--- config.mk ---
export PLATFORM = sky130hd
export DESIGN_NAME = ringnet_ctrl
export DESIGN_NICKNAME = d
export VERILOG_FILES = /design/src/rtl/ringnet_pkg.sv /design/src/rtl/ringnet_csr.sv /design/src/rtl/ringnet_dma.sv /design/src/rtl/ringnet_ctrl.sv
export SDC_FILE = /design/constraint.sdc
export NUM_CORES = 1
export LEC_CHECK = 0
export CELL_PAD_IN_SITES_DETAIL_PLACEMENT = 2
export CELL_PAD_IN_SITES_GLOBAL_PLACEMENT = 2
export CORE_MARGIN = 10
export CORE_UTILIZATION = 37
export CTS_CLUSTER_DIAMETER = 120
export CTS_CLUSTER_SIZE = 8
export DETAILED_ROUTE_END_ITERATION = 8
export PLACE_DENSITY_LB_ADDON = 0.1
export SETUP_SLACK_MARGIN = 0.5
export SLEW_MARGIN = 25
export SYNTH_ARGS = -nofsm -noshare
export SYNTH_HDL_FRONTEND = slang
export SYNTH_SLANG_ARGS = --single-unit
--- constraint.sdc ---
create_clock -name clk -period 13.1 [get_ports clk]
set_clock_uncertainty 0.1 [all_clocks]
set_input_delay 2.62 -clock clk [delete_from_list [all_inputs] [get_ports clk]]
set_output_delay 2.62 -clock clk [all_outputs]
set_load 0.02 [all_outputs]
--- src/rtl/ringnet_pkg.sv ---
// Package: shared constants and engine state type for the ring network core.
// Assumes: register 0 bit positions and descriptor status codes are fixed by software.
package ringnet_pkg;
    localparam int C0_STOP  = 0;
    localparam int C0_START = 1;
    localparam int C0_INEA  = 6;
    localparam int C0_INTR  = 7;
    localparam int C0_TINT  = 9;
    localparam int C0_RINT  = 10;

    localparam logic [7:0] ST_OWN = 8'h80;
    localparam logic [7:0] ST_POK = 8'h02;

    typedef enum logic [3:0] {
        S_IDLE, S_TX_STAT, S_TX_LHI, S_TX_LLO, S_TX_DATA, S_TX_FIN,
        S_RX_STAT, S_RX_DATA, S_RX_LHI, S_RX_LLO, S_RX_FIN
    } eng_state_t;
endpackage

--- src/rtl/ringnet_csr.sv ---
// Module: register front end. Holds the pointer, the four registers and the
// transmit request flag, and drives the interrupt.
// Assumes: tx_done and rx_done are single-cycle pulses from the engine;
// kick_take is asserted by the engine when it consumes or drops a request.
module ringnet_csr
    import ringnet_pkg::*;
(
    input  logic        clk,
    input  logic        rst_n,
    input  logic        reg_wr,
    input  logic        reg_sel,
    input  logic [15:0] reg_wdata,
    output logic [15:0] reg_rdata,
    output logic        stop,
    output logic [31:0] base,
    output logic        kick,
    input  logic        kick_take,
    input  logic        tx_done,
    input  logic        rx_done,
    output logic        irq
);
    logic [1:0]  ptr;
    logic        stop_q, inea_q, intr_q, tint_q, rint_q, kick_q;
    logic [15:0] ib_lo, ib_hi, spare;
    logic        wr_ptr, wr_data, wr_c0;
    logic [15:0] c0_view;

    assign wr_ptr  = reg_wr && reg_sel;
    assign wr_data = reg_wr && !reg_sel;
    assign wr_c0   = wr_data && (ptr == 2'd0);

    // Pointer: accept only in-range values
    always_ff @(posedge clk) begin
        if (!rst_n)
            ptr <= 2'd0;
        else if (wr_ptr && (reg_wdata < 16'd4))
            ptr <= reg_wdata[1:0];
    end

    // Register 0: stop/start, enable, and write-1-to-clear status bits
    always_ff @(posedge clk) begin
        if (!rst_n) begin
            stop_q <= 1'b1;
            inea_q <= 1'b0;
            intr_q <= 1'b0;
            tint_q <= 1'b0;
            rint_q <= 1'b0;
        end else begin
            if (wr_c0) begin
                if (reg_wdata[C0_STOP])
                    stop_q <= 1'b1;
                else if (reg_wdata[C0_START])
                    stop_q <= 1'b0;
                inea_q <= reg_wdata[C0_INEA];
            end
            intr_q <= tx_done | rx_done | (intr_q & ~(wr_c0 & reg_wdata[C0_INTR]));
            tint_q <= tx_done | (tint_q & ~(wr_c0 & reg_wdata[C0_TINT]));
            rint_q <= rx_done | (rint_q & ~(wr_c0 & reg_wdata[C0_RINT]));
        end
    end

    // Registers 1..3: plain storage
    always_ff @(posedge clk) begin
        if (!rst_n) begin
            ib_lo <= '0;
            ib_hi <= '0;
            spare <= '0;
        end else if (wr_data) begin
            case (ptr)
                2'd1:    ib_lo <= reg_wdata;
                2'd2:    ib_hi <= reg_wdata;
                2'd3:    spare <= reg_wdata;
                default: ;
            endcase
        end
    end

    // Transmit request: set by any register write, cleared when taken
    always_ff @(posedge clk) begin
        if (!rst_n)
            kick_q <= 1'b0;
        else
            kick_q <= (kick_q & ~kick_take) | reg_wr;
    end

    // Read mux for both ports
    always_comb begin
        c0_view = '0;
        c0_view[C0_STOP] = stop_q;
        c0_view[C0_INEA] = inea_q;
        c0_view[C0_INTR] = intr_q;
        c0_view[C0_TINT] = tint_q;
        c0_view[C0_RINT] = rint_q;
        if (reg_sel)
            reg_rdata = {14'd0, ptr};
        else begin
            case (ptr)
                2'd0:    reg_rdata = c0_view;
                2'd1:    reg_rdata = ib_lo;
                2'd2:    reg_rdata = ib_hi;
                default: reg_rdata = spare;
            endcase
        end
    end

    assign stop = stop_q;
    assign base = {ib_hi, ib_lo};
    assign kick = kick_q;
    assign irq  = intr_q & inea_q;


    ptr_keep_chk: assert property (@(posedge clk) disable iff (!rst_n)
        (wr_ptr && reg_wdata >= 16'd4) |=> $stable(ptr));

    intr_set_chk: assert property (@(posedge clk) disable iff (!rst_n)
        (tx_done || rx_done) |=> (intr_q && (tint_q || rint_q)));
endmodule

--- src/rtl/ringnet_dma.sv ---
// Module: descriptor engine. Scans the transmit ring on request and the
// receive ring when a frame waits, moving bytes over a byte-wide memory port.
// Assumes: memory read data is valid in the same cycle as the address, and the
// transmit stream sink accepts a byte every cycle.
module ringnet_dma
    import ringnet_pkg::*;
#(
    parameter int RING_LOG2 = 4,
    parameter int BUF_LOG2  = 8,
    parameter int DESC_LOG2 = 3
) (
    input  logic        clk,
    input  logic        rst_n,
    input  logic        stop,
    input  logic [31:0] base,
    input  logic        kick,
    output logic        kick_take,
    output logic        tx_done,
    output logic        rx_done,
    output logic        mem_req,
    output logic        mem_we,
    output logic [31:0] mem_addr,
    output logic [7:0]  mem_wdata,
    input  logic [7:0]  mem_rdata,
    output logic        tx_valid,
    output logic [7:0]  tx_data,
    output logic        tx_last,
    input  logic        rx_valid,
    input  logic [7:0]  rx_data,
    input  logic        rx_last,
    output logic        rx_ready
);
    localparam int RING        = 1 << RING_LOG2;
    localparam int RX_DESC_OFF = 0;
    localparam int TX_DESC_OFF = RING << DESC_LOG2;
    localparam int RX_BUF_OFF  = 2 * (RING << DESC_LOG2);
    localparam int TX_BUF_OFF  = RX_BUF_OFF + (RING << BUF_LOG2);

    eng_state_t           state;
    logic [RING_LOG2-1:0] idx, scan_cnt, txptr, rxptr;
    logic [15:0]          boff, len;
    logic [7:0]           len_hi;
    logic [31:0]          txd_a, rxd_a, txb_a, rxb_a;
    logic [15:0]          tx_count;
    logic                 lap_end;

    assign txd_a    = base + 32'(TX_DESC_OFF) + (32'(idx) << DESC_LOG2);
    assign rxd_a    = base + 32'(RX_DESC_OFF) + (32'(idx) << DESC_LOG2);
    assign txb_a    = base + 32'(TX_BUF_OFF) + (32'(idx) << BUF_LOG2) + 32'(boff);
    assign rxb_a    = base + 32'(RX_BUF_OFF) + (32'(idx) << BUF_LOG2) + 32'(boff);
    assign tx_count = 16'(~{len_hi, mem_rdata} + 16'd1);
    assign lap_end  = (scan_cnt == {RING_LOG2{1'b1}});

    // Memory, stream and completion outputs decoded from the state
    always_comb begin
        mem_req   = 1'b0;
        mem_we    = 1'b0;
        mem_addr  = '0;
        mem_wdata = '0;
        tx_valid  = 1'b0;
        tx_data   = '0;
        tx_last   = 1'b0;
        rx_ready  = 1'b0;
        tx_done   = 1'b0;
        rx_done   = 1'b0;
        kick_take = (state == S_IDLE) && kick;
        case (state)
            S_TX_STAT: begin mem_req = 1'b1; mem_addr = txd_a; end
            S_TX_LHI:  begin mem_req = 1'b1; mem_addr = txd_a + 32'd2; end
            S_TX_LLO:  begin mem_req = 1'b1; mem_addr = txd_a + 32'd3; end
            S_TX_DATA: begin
                mem_req  = 1'b1;
                mem_addr = txb_a;
                tx_valid = 1'b1;
                tx_data  = mem_rdata;
                tx_last  = (boff == len - 16'd1);
            end
            S_TX_FIN: begin
                mem_req = 1'b1; mem_we = 1'b1; mem_addr = txd_a;
                mem_wdata = ST_POK; tx_done = 1'b1;
            end
            S_RX_STAT: begin mem_req = 1'b1; mem_addr = rxd_a; end
            S_RX_DATA: begin
                rx_ready = 1'b1;
                mem_req = rx_valid; mem_we = rx_valid;
                mem_addr = rxb_a; mem_wdata = rx_data;
            end
            S_RX_LHI: begin
                mem_req = 1'b1; mem_we = 1'b1;
                mem_addr = rxd_a + 32'd2; mem_wdata = len[15:8];
            end
            S_RX_LLO: begin
                mem_req = 1'b1; mem_we = 1'b1;
                mem_addr = rxd_a + 32'd3; mem_wdata = len[7:0];
            end
            S_RX_FIN: begin
                mem_req = 1'b1; mem_we = 1'b1; mem_addr = rxd_a;
                mem_wdata = ST_POK; rx_done = 1'b1;
            end
            default: ;
        endcase
    end

    // Scan sequencing, ring indices and byte counters
    always_ff @(posedge clk) begin
        if (!rst_n) begin
            state    <= S_IDLE;
            idx      <= '0;
            scan_cnt <= '0;
            txptr    <= '0;
            rxptr    <= '0;
            boff     <= '0;
            len      <= '0;
            len_hi   <= '0;
        end else begin
            case (state)
                S_IDLE: begin
                    if (!stop && kick) begin
                        idx <= txptr; scan_cnt <= '0; state <= S_TX_STAT;
                    end else if (!stop && rx_valid) begin
                        idx <= rxptr; scan_cnt <= '0; state <= S_RX_STAT;
                    end
                end
                S_TX_STAT: begin
                    if (mem_rdata == (ST_OWN | ST_POK))
                        state <= S_TX_LHI;
                    else if (lap_end)
                        state <= S_IDLE;
                    else begin
                        idx <= idx + 1'b1; scan_cnt <= scan_cnt + 1'b1;
                    end
                end
                S_TX_LHI: begin
                    len_hi <= mem_rdata;
                    state  <= S_TX_LLO;
                end
                S_TX_LLO: begin
                    len   <= tx_count;
                    boff  <= '0;
                    state <= (tx_count == 16'd0) ? S_TX_FIN : S_TX_DATA;
                end
                S_TX_DATA: begin
                    boff <= boff + 16'd1;
                    if (boff == len - 16'd1)
                        state <= S_TX_FIN;
                end
                S_TX_FIN: begin
                    txptr <= idx + 1'b1;
                    if (lap_end)
                        state <= S_IDLE;
                    else begin
                        idx <= idx + 1'b1; scan_cnt <= scan_cnt + 1'b1;
                        state <= S_TX_STAT;
                    end
                end
                S_RX_STAT: begin
                    if (mem_rdata == ST_OWN) begin
                        boff <= '0; state <= S_RX_DATA;
                    end else if (lap_end)
                        state <= S_IDLE;
                    else begin
                        idx <= idx + 1'b1; scan_cnt <= scan_cnt + 1'b1;
                    end
                end
                S_RX_DATA: begin
                    if (rx_valid) begin
                        boff <= boff + 16'd1;
                        if (rx_last) begin
                            len   <= boff + 16'd5;
                            state <= S_RX_LHI;
                        end
                    end
                end
                S_RX_LHI: state <= S_RX_LLO;
                S_RX_LLO: state <= S_RX_FIN;
                S_RX_FIN: begin
                    rxptr <= idx + 1'b1;
                    state <= S_IDLE;
                end
                default: state <= S_IDLE;
            endcase
        end
    end


    stop_idle_chk: assert property (@(posedge clk) disable iff (!rst_n)
        (state == S_IDLE && stop) |=> (state == S_IDLE));

    txptr_move_chk: assert property (@(posedge clk) disable iff (!rst_n)
        !tx_done |=> $stable(txptr));

    rxptr_move_chk: assert property (@(posedge clk) disable iff (!rst_n)
        !rx_done |=> $stable(rxptr));
endmodule

--- src/rtl/ringnet_ctrl.sv ---
// Module: top of the ring network core; joins the register front end to the
// descriptor engine.
// Assumes: one clock domain and a synchronous active-low reset.
module ringnet_ctrl #(
    parameter int RING_LOG2 = 4,
    parameter int BUF_LOG2  = 8,
    parameter int DESC_LOG2 = 3
) (
    input  logic        clk,
    input  logic        rst_n,
    input  logic        reg_wr,
    input  logic        reg_sel,
    input  logic [15:0] reg_wdata,
    output logic [15:0] reg_rdata,
    output logic        irq,
    output logic        mem_req,
    output logic        mem_we,
    output logic [31:0] mem_addr,
    output logic [7:0]  mem_wdata,
    input  logic [7:0]  mem_rdata,
    output logic        tx_valid,
    output logic [7:0]  tx_data,
    output logic        tx_last,
    input  logic        rx_valid,
    input  logic [7:0]  rx_data,
    input  logic        rx_last,
    output logic        rx_ready
);
    logic        stop, kick, kick_take, tx_done, rx_done;
    logic [31:0] base;

    ringnet_csr u_csr (
        .clk(clk), .rst_n(rst_n), .reg_wr(reg_wr), .reg_sel(reg_sel),
        .reg_wdata(reg_wdata), .reg_rdata(reg_rdata), .stop(stop), .base(base),
        .kick(kick), .kick_take(kick_take), .tx_done(tx_done), .rx_done(rx_done),
        .irq(irq)
    );

    ringnet_dma #(
        .RING_LOG2(RING_LOG2), .BUF_LOG2(BUF_LOG2), .DESC_LOG2(DESC_LOG2)
    ) u_dma (
        .clk(clk), .rst_n(rst_n), .stop(stop), .base(base), .kick(kick),
        .kick_take(kick_take), .tx_done(tx_done), .rx_done(rx_done),
        .mem_req(mem_req), .mem_we(mem_we), .mem_addr(mem_addr),
        .mem_wdata(mem_wdata), .mem_rdata(mem_rdata), .tx_valid(tx_valid),
        .tx_data(tx_data), .tx_last(tx_last), .rx_valid(rx_valid),
        .rx_data(rx_data), .rx_last(rx_last), .rx_ready(rx_ready)
    );
endmodule

======== Word level (Yosys, flattened, before mapping) ========
Cells that the tools add are included.
cells by class
  add/subtract/negate cells ............... 19
  multipliers ............................. 0
  div/mod/pow operators ................... 0
  order comparisons ....................... 1
  eq/ne operators ......................... 24
  shift-type cells ........................ 0
  multiplexer cells ....................... 43
  bitwise operators ....................... 18
  reductions and logical operators ........ 29
operator list
  operator                count
  $pmux 32 s8             1
  $add 32x2->32 const B   4
  $mux 16                 5
  $mux 4                  18
  $add 32x12->32          2
  $add 32x16->32          2
  $add 32x7->32           2
  $pmux 16 s4             1
  $pmux 16 s3             1
  $pmux 4 s10             1
  $add 16x1->16 const B   2
  $add 32x13->32 const B  1
  $add 32x8->32 const B   1
  $add 32x9->32 const B   1
  $pmux 16 s2             1
  $pmux 4 s4              2
  $pmux 8 s4              1
  $add 16x3->16 const B   1
  $eq 16x16->1            1
  $eq 4x3->1 const B      4
  $eq 4x4->1 const B      4
  $eq 8x8->1 const B      2
  $logic_not 16->1        1
  $lt 16x3->1 const B     1
  28 further kinds        74
storage, ports and cells
  register bits ........................... 116
  latch bits .............................. 0
  RAM bits ................................ 0
  ROM bits ................................ 0
  output and inout bits ................... 70
  word-level logic and storage cells ...... 152
  memories kept ........................... 0

======== Depth between registers and ports, before layout ========
  word-level depth ........................ 7
  mapped depth ............................ 16
  gate-level depth less buffers ........... 15

======== Cells and area by module ========
From an unflattened synthesis, not the netlist that was laid out.
second synthesis, totals
  cell total of the unflattened synthesis .. 1871
  area, all modules ....................... 13347.8 um^2
by module, submodules not included
  module       instances  cells each  area each (um^2)
  ringnet_dma  1          1555        10766.6
  ringnet_csr  1          316         2581.2

======== Worst setup path after synthesis ========
OpenSTA, ideal clock, no wires.
  kind .................................... register to output
  start point ............................. reg u_dma.idx[0]
  end point ............................... out mem_addr[31]
  arrival ................................. 4104 ps
  data required time ...................... 10380 ps
  slack ................................... 6276 ps
  cell stages (with the launch flop) ...... 13
  cells stage by stage .................... dfxtp_1 ha_1 fa_1 a211oi_2 o21ai_1 a32oi_1 xor2_1 or3b_1 clkbuf_1 nor3_1 or4b_1 xnor2_1 o221ai_1
on the way
  cells in the longest elaborated chain, start to end .. 3
ends and longest elaborated chain
  what                                   RTL line            text
  start, declared                        ringnet_dma.sv:40   logic [RING_LOG2-1:0] idx, scan_cnt, txptr, rxptr;
  start signal, assigned                 ringnet_dma.sv:130  idx <= idx + 1'b1; scan_cnt <= scan_cnt + 1'b1;
  start signal, assigned                 ringnet_dma.sv:152  idx <= idx + 1'b1; scan_cnt <= scan_cnt + 1'b1;
  start signal, assigned                 ringnet_dma.sv:162  idx <= idx + 1'b1; scan_cnt <= scan_cnt + 1'b1;
  $add 32x7->32 (tied with other cells)  ringnet_dma.sv:48   assign rxd_a = base + 32'(RX_DESC_OFF) + (32'(idx) << DESC_LOG2);
  $add 32x2->32 (tied with other cells)  ringnet_dma.sv:94   mem_addr = rxd_a + 32'd3; mem_wdata = len[7:0];
  $pmux 32 s8 *                          ringnet_dma.sv:67   case (state)
  end, declared                          ringnet_ctrl.sv:18  output logic [31:0] mem_addr,
Every way passes the cells marked *; elsewhere a longest branch is shown, timed or not.

======== Final worst setup path ========
  start point ............................. reg u_csr.ib_hi[0]
  end point ............................... out mem_addr[31]
on the way
  cells in the longest elaborated chain, start to end .. 4
ends and longest elaborated chain
  what                                    RTL line           text
  start, declared                         ringnet_csr.sv:24  logic [15:0] ib_lo, ib_hi, spare;
  start signal, assigned                  ringnet_csr.sv:71  2'd2: ib_hi <= reg_wdata;
  $add 32x9->32 (tied with other cells)   ringnet_dma.sv:50  assign rxb_a = base + 32'(RX_BUF_OFF) + (32'(idx) << BUF_LOG2) + 32'(boff);
  $add 32x12->32 (tied with other cells)  ringnet_dma.sv:50
  $add 32x16->32 (tied with other cells)  ringnet_dma.sv:50
  $pmux 32 s8 *                           ringnet_dma.sv:67
Marked as above.

==> results.toml <==
[route]
drtPass1Iterations = 8
routed_wirelength_um = 68000
via_count = 15300
drt_iter0_drc = 1547
wl_per_cell_um = 29.1
antenna_left = 0
avgViaCountPerCell = 6.55
drc = 0

[setup_path]
critPathMaxFanout = 15
critPathLaunchType = "flop"
slowest_stage = "a2111oi_1"
r2r_cells = 9
arrival_ns = 6.14
critPathMostFrequentCell = "xnor2_1"
required_ns = 10.38
path_cells = "nand2_1 -> or4_1 -> a2111oi_0 -> xnor2_1 -> a2111oi_1 -> nor4b_1 -> nand4b_1 -> xnor2_1 -> o221ai_1 -> clkdlybuf4s50_1"
timing.rr.start = "u_dma.state[2]$_SDFFE_PN0P_"
max_stage_delay_ns = 0.91
path_buf_inv = 1
crit_family = "simple AND/OR/NAND/NOR gates"
startpoint = "u_csr.ib_hi[0]$_SDFFE_PN0P_"
worstSetupEndpointType = "primary output"
critical_path_depth = 10
worstSetupPathType = "flop to primary output"

[placed_design]
gp_congestion = 0.951
dpl.hpwl_um = 50700
place_area_um2 = 14500
io_buffers = 107

[clock_tree]
h-tree-depth = 4
cts_setup_buffers = 0
insertion_delay_ns = 0.46
hold_buffers = 0
cts_tree = "built"
cts_sinks = 116
clockBufferDepth = 2
root_buffer = "clkbuf_16"
cts_resized = 0
clk_pin_slew_worst_paths_ns = 0.06
cts_made_buffers = 17

[synthesis]
ys_seq_area_share_pct = 17.8
synthMuxAreaShare_pct = 3.19
synth-edff-count = 0
synth_warnings = 0
synth_cell_type_count = 84
yosysTopAreaCell = "dfxtp_1"
synth_xor_xnor_area_share_pct = 10.9
syn_inst = 1833
synth_top_family_by_area = "simple AND/OR/NAND/NOR gates"
synthSimpleGateAreaFrac_pct = 29.5
synth_flop_cell = "dfxtp_1"
async_reset_ff_share_pct = 0
syn-mean-instance-area_um2 = 7.11
ys_ff_latch = 116
syn-num-nets = 1941
synth_top_area_share_pct = 17.8
netlist_area_um2 = 13000
yosys.area_share.adder_pct = 7.22
synth_compound_area_share_pct = 26.4
yosys-top-cells-area = "dfxtp_1 18%, nand2_1 7.7%, xnor2_1 6.8%"

[power_and_ir_drop]
vdd_drop_max_mv = 0.0944
p_leak_uw = 0.00523
power_density_nw_per_um2 = 92.0

[grt]
grt_pass1_wl_um = 103000
grt-ovfl-total = 0
grt_max_degree = 100
antenna_found_initial = 1
grt_pass1_vias = 16100
grtUsageTotal_pct = 30.3

[floorplan]
die-area_um2 = 43100
core_area_um2 = 34600
die_h_um = 208
die_width_um = 208
start_util_pct = 37.7
core.rowCount = 68
ios = 108

[worst_hold_path]
min_from = "u_csr.spare[2]$_SDFFE_PN0P_"
min_delay_path_depth = 2
hold_path.class = "flop to flop"

[timing]
slew_headroom_pct = 32.1
rsz0062_at_grt = "no"
setup_tns_ns = 0
fin_crit_sh_pct = 67.6
worstMarginPinSlew_ns = 1.01
fmax_mhz = 113
min_period_ns = 8.86
setup_viol = 0
finalHoldViolCount = 0
slew_violations = 0

[flow_run]
maxCapViolations = 0

[finish]
layout_commonest_cell = "nand2_1"
layout-drive-gt1-share_pct = 5.11
stdcell_area_um2 = 15100
final_net_count = 1973
mostFrequentLayoutCells = "269 x nand2_1, 139 x nor2_1, 116 x dfxtp_1, 106 x clkdlybuf4s50_1, 101 x xnor2_1"
area_growth_pct = 15.5

[run_status]
status = "completed"
[power breakdown]
group / switching [µW] / internal, µW / leakage, µW
Sequential: 50.2 / 373 / 0.000936
Combinational: 319 / 166 / 0.00401
Clock: 206 / 271 / 0.000279
Total: 575 / 810 / 0.00523
[per-layer routing]
| metal | vias up | global-route usage (%) | part of all wire, % |
|---|---|---|---|
| met4 | 0 | 10.2 | 3.1 |
| li1 | 6773 | - | - |
| met1 | 7866 | 40.5 | 45 |
| met3 | 117 | 5.32 | 6.8 |
| met5 | - | 0 | 0 |
| met2 | 541 | 48.1 | 45 |
[worst paths after layout]
path                                 endpoint  slack, ns
setup / recovery                 mem_addr[31]       4.24
hold / removal    u_csr.spare[2]$_SDFFE_PN0P_       0.38
setup reg to reg  u_dma.boff[14]$_SDFFE_PN0P_       8.84
hold reg to reg   u_csr.spare[2]$_SDFFE_PN0P_       0.38
[tightest hold or removal path, cell delays in order, from the launching register on]
cell and delay, ns:
dfxtp_1 0.32, nand2_1 0.05, a21boi_0 0.06
[cell type report]
class,count,area [µm²]
clock inverters,14,144
flip-flops and latches,116,2320
inverters,47,176
fillers,4078,19600
well taps,455,569
clock buffers,18,439
multi-input cells,1549,10100
diodes,1,2.50
repair buffers,134,1270
[cell families after synthesis]
| logic type | after synthesis |
|---|---|
| flops | 116 |
| buf+inv | 168 |
| simple gates | 775 |
| xor+xnor | 162 |
| compound gates | 504 |
| fa+ha+maj | 72 |
| mux | 36 |
[cells in the mapped netlist, drive strengths merged (7+ instances only)]
cell type,count
a2111oi,8
a211oi,20
a21boi,74
a21o,16
a21oi,96
a221o,8
a221oi,10
a222oi,9
a22oi,11
a31oi,17
and2,20
and3,34
and4,8
buf,21
clkbuf,100
dfxtp,116
ha,64
inv,45
mux2i,28
nand2,269
nand2b,12
nand3,63
nand3b,10
nand4,32
nor2,141
nor2b,29
nor3,58
nor3b,7
nor4,24
nor4b,10
o2111ai,8
o211a,10
o211ai,35
o21ai,100
o221ai,14
o22ai,13
o31ai,12
or2,7
or3,23
or4,12
xnor2,101
xor2,61
[metrics by stage]
step | hold WS (ns) | worst slack [ns] | util [%] | std cells | total power [µW]
after detailed placement | 0.371 | 4.85 | 41.7 | 2301 | 891
final | 0.383 | 4.24 | 43.5 | 2334 | 1380
after CTS | 0.387 | 4.35 | 43.4 | 2333 | 1380
after floorplan | 0.340 | 6.28 | - | 1833 | 692
after global placement | 0.349 | 4.82 | 41.7 | 2301 | 874
after global routing | 0.408 | 4.01 | 43.5 | 2333 | 1440
[sequential cells by signal, indices dropped and copies added, names as in the netlist]
register	cells
u_csr.rint_q	1
u_csr.tint_q	1
u_dma.rxptr	4
u_dma.boff	16
u_csr.ib_hi	16
u_dma.txptr	4
u_dma.state	4
u_csr.stop	1
u_dma.len	16
u_csr.kick	1
u_csr.ptr	2
u_csr.intr_q	1
u_dma.scan_cnt	4
u_csr.spare	16
u_dma.len_hi	8
u_csr.inea_q	1
u_csr.ib_lo	16
u_dma.idx	4
Note: power is estimated with default switching activity, not from simulation.
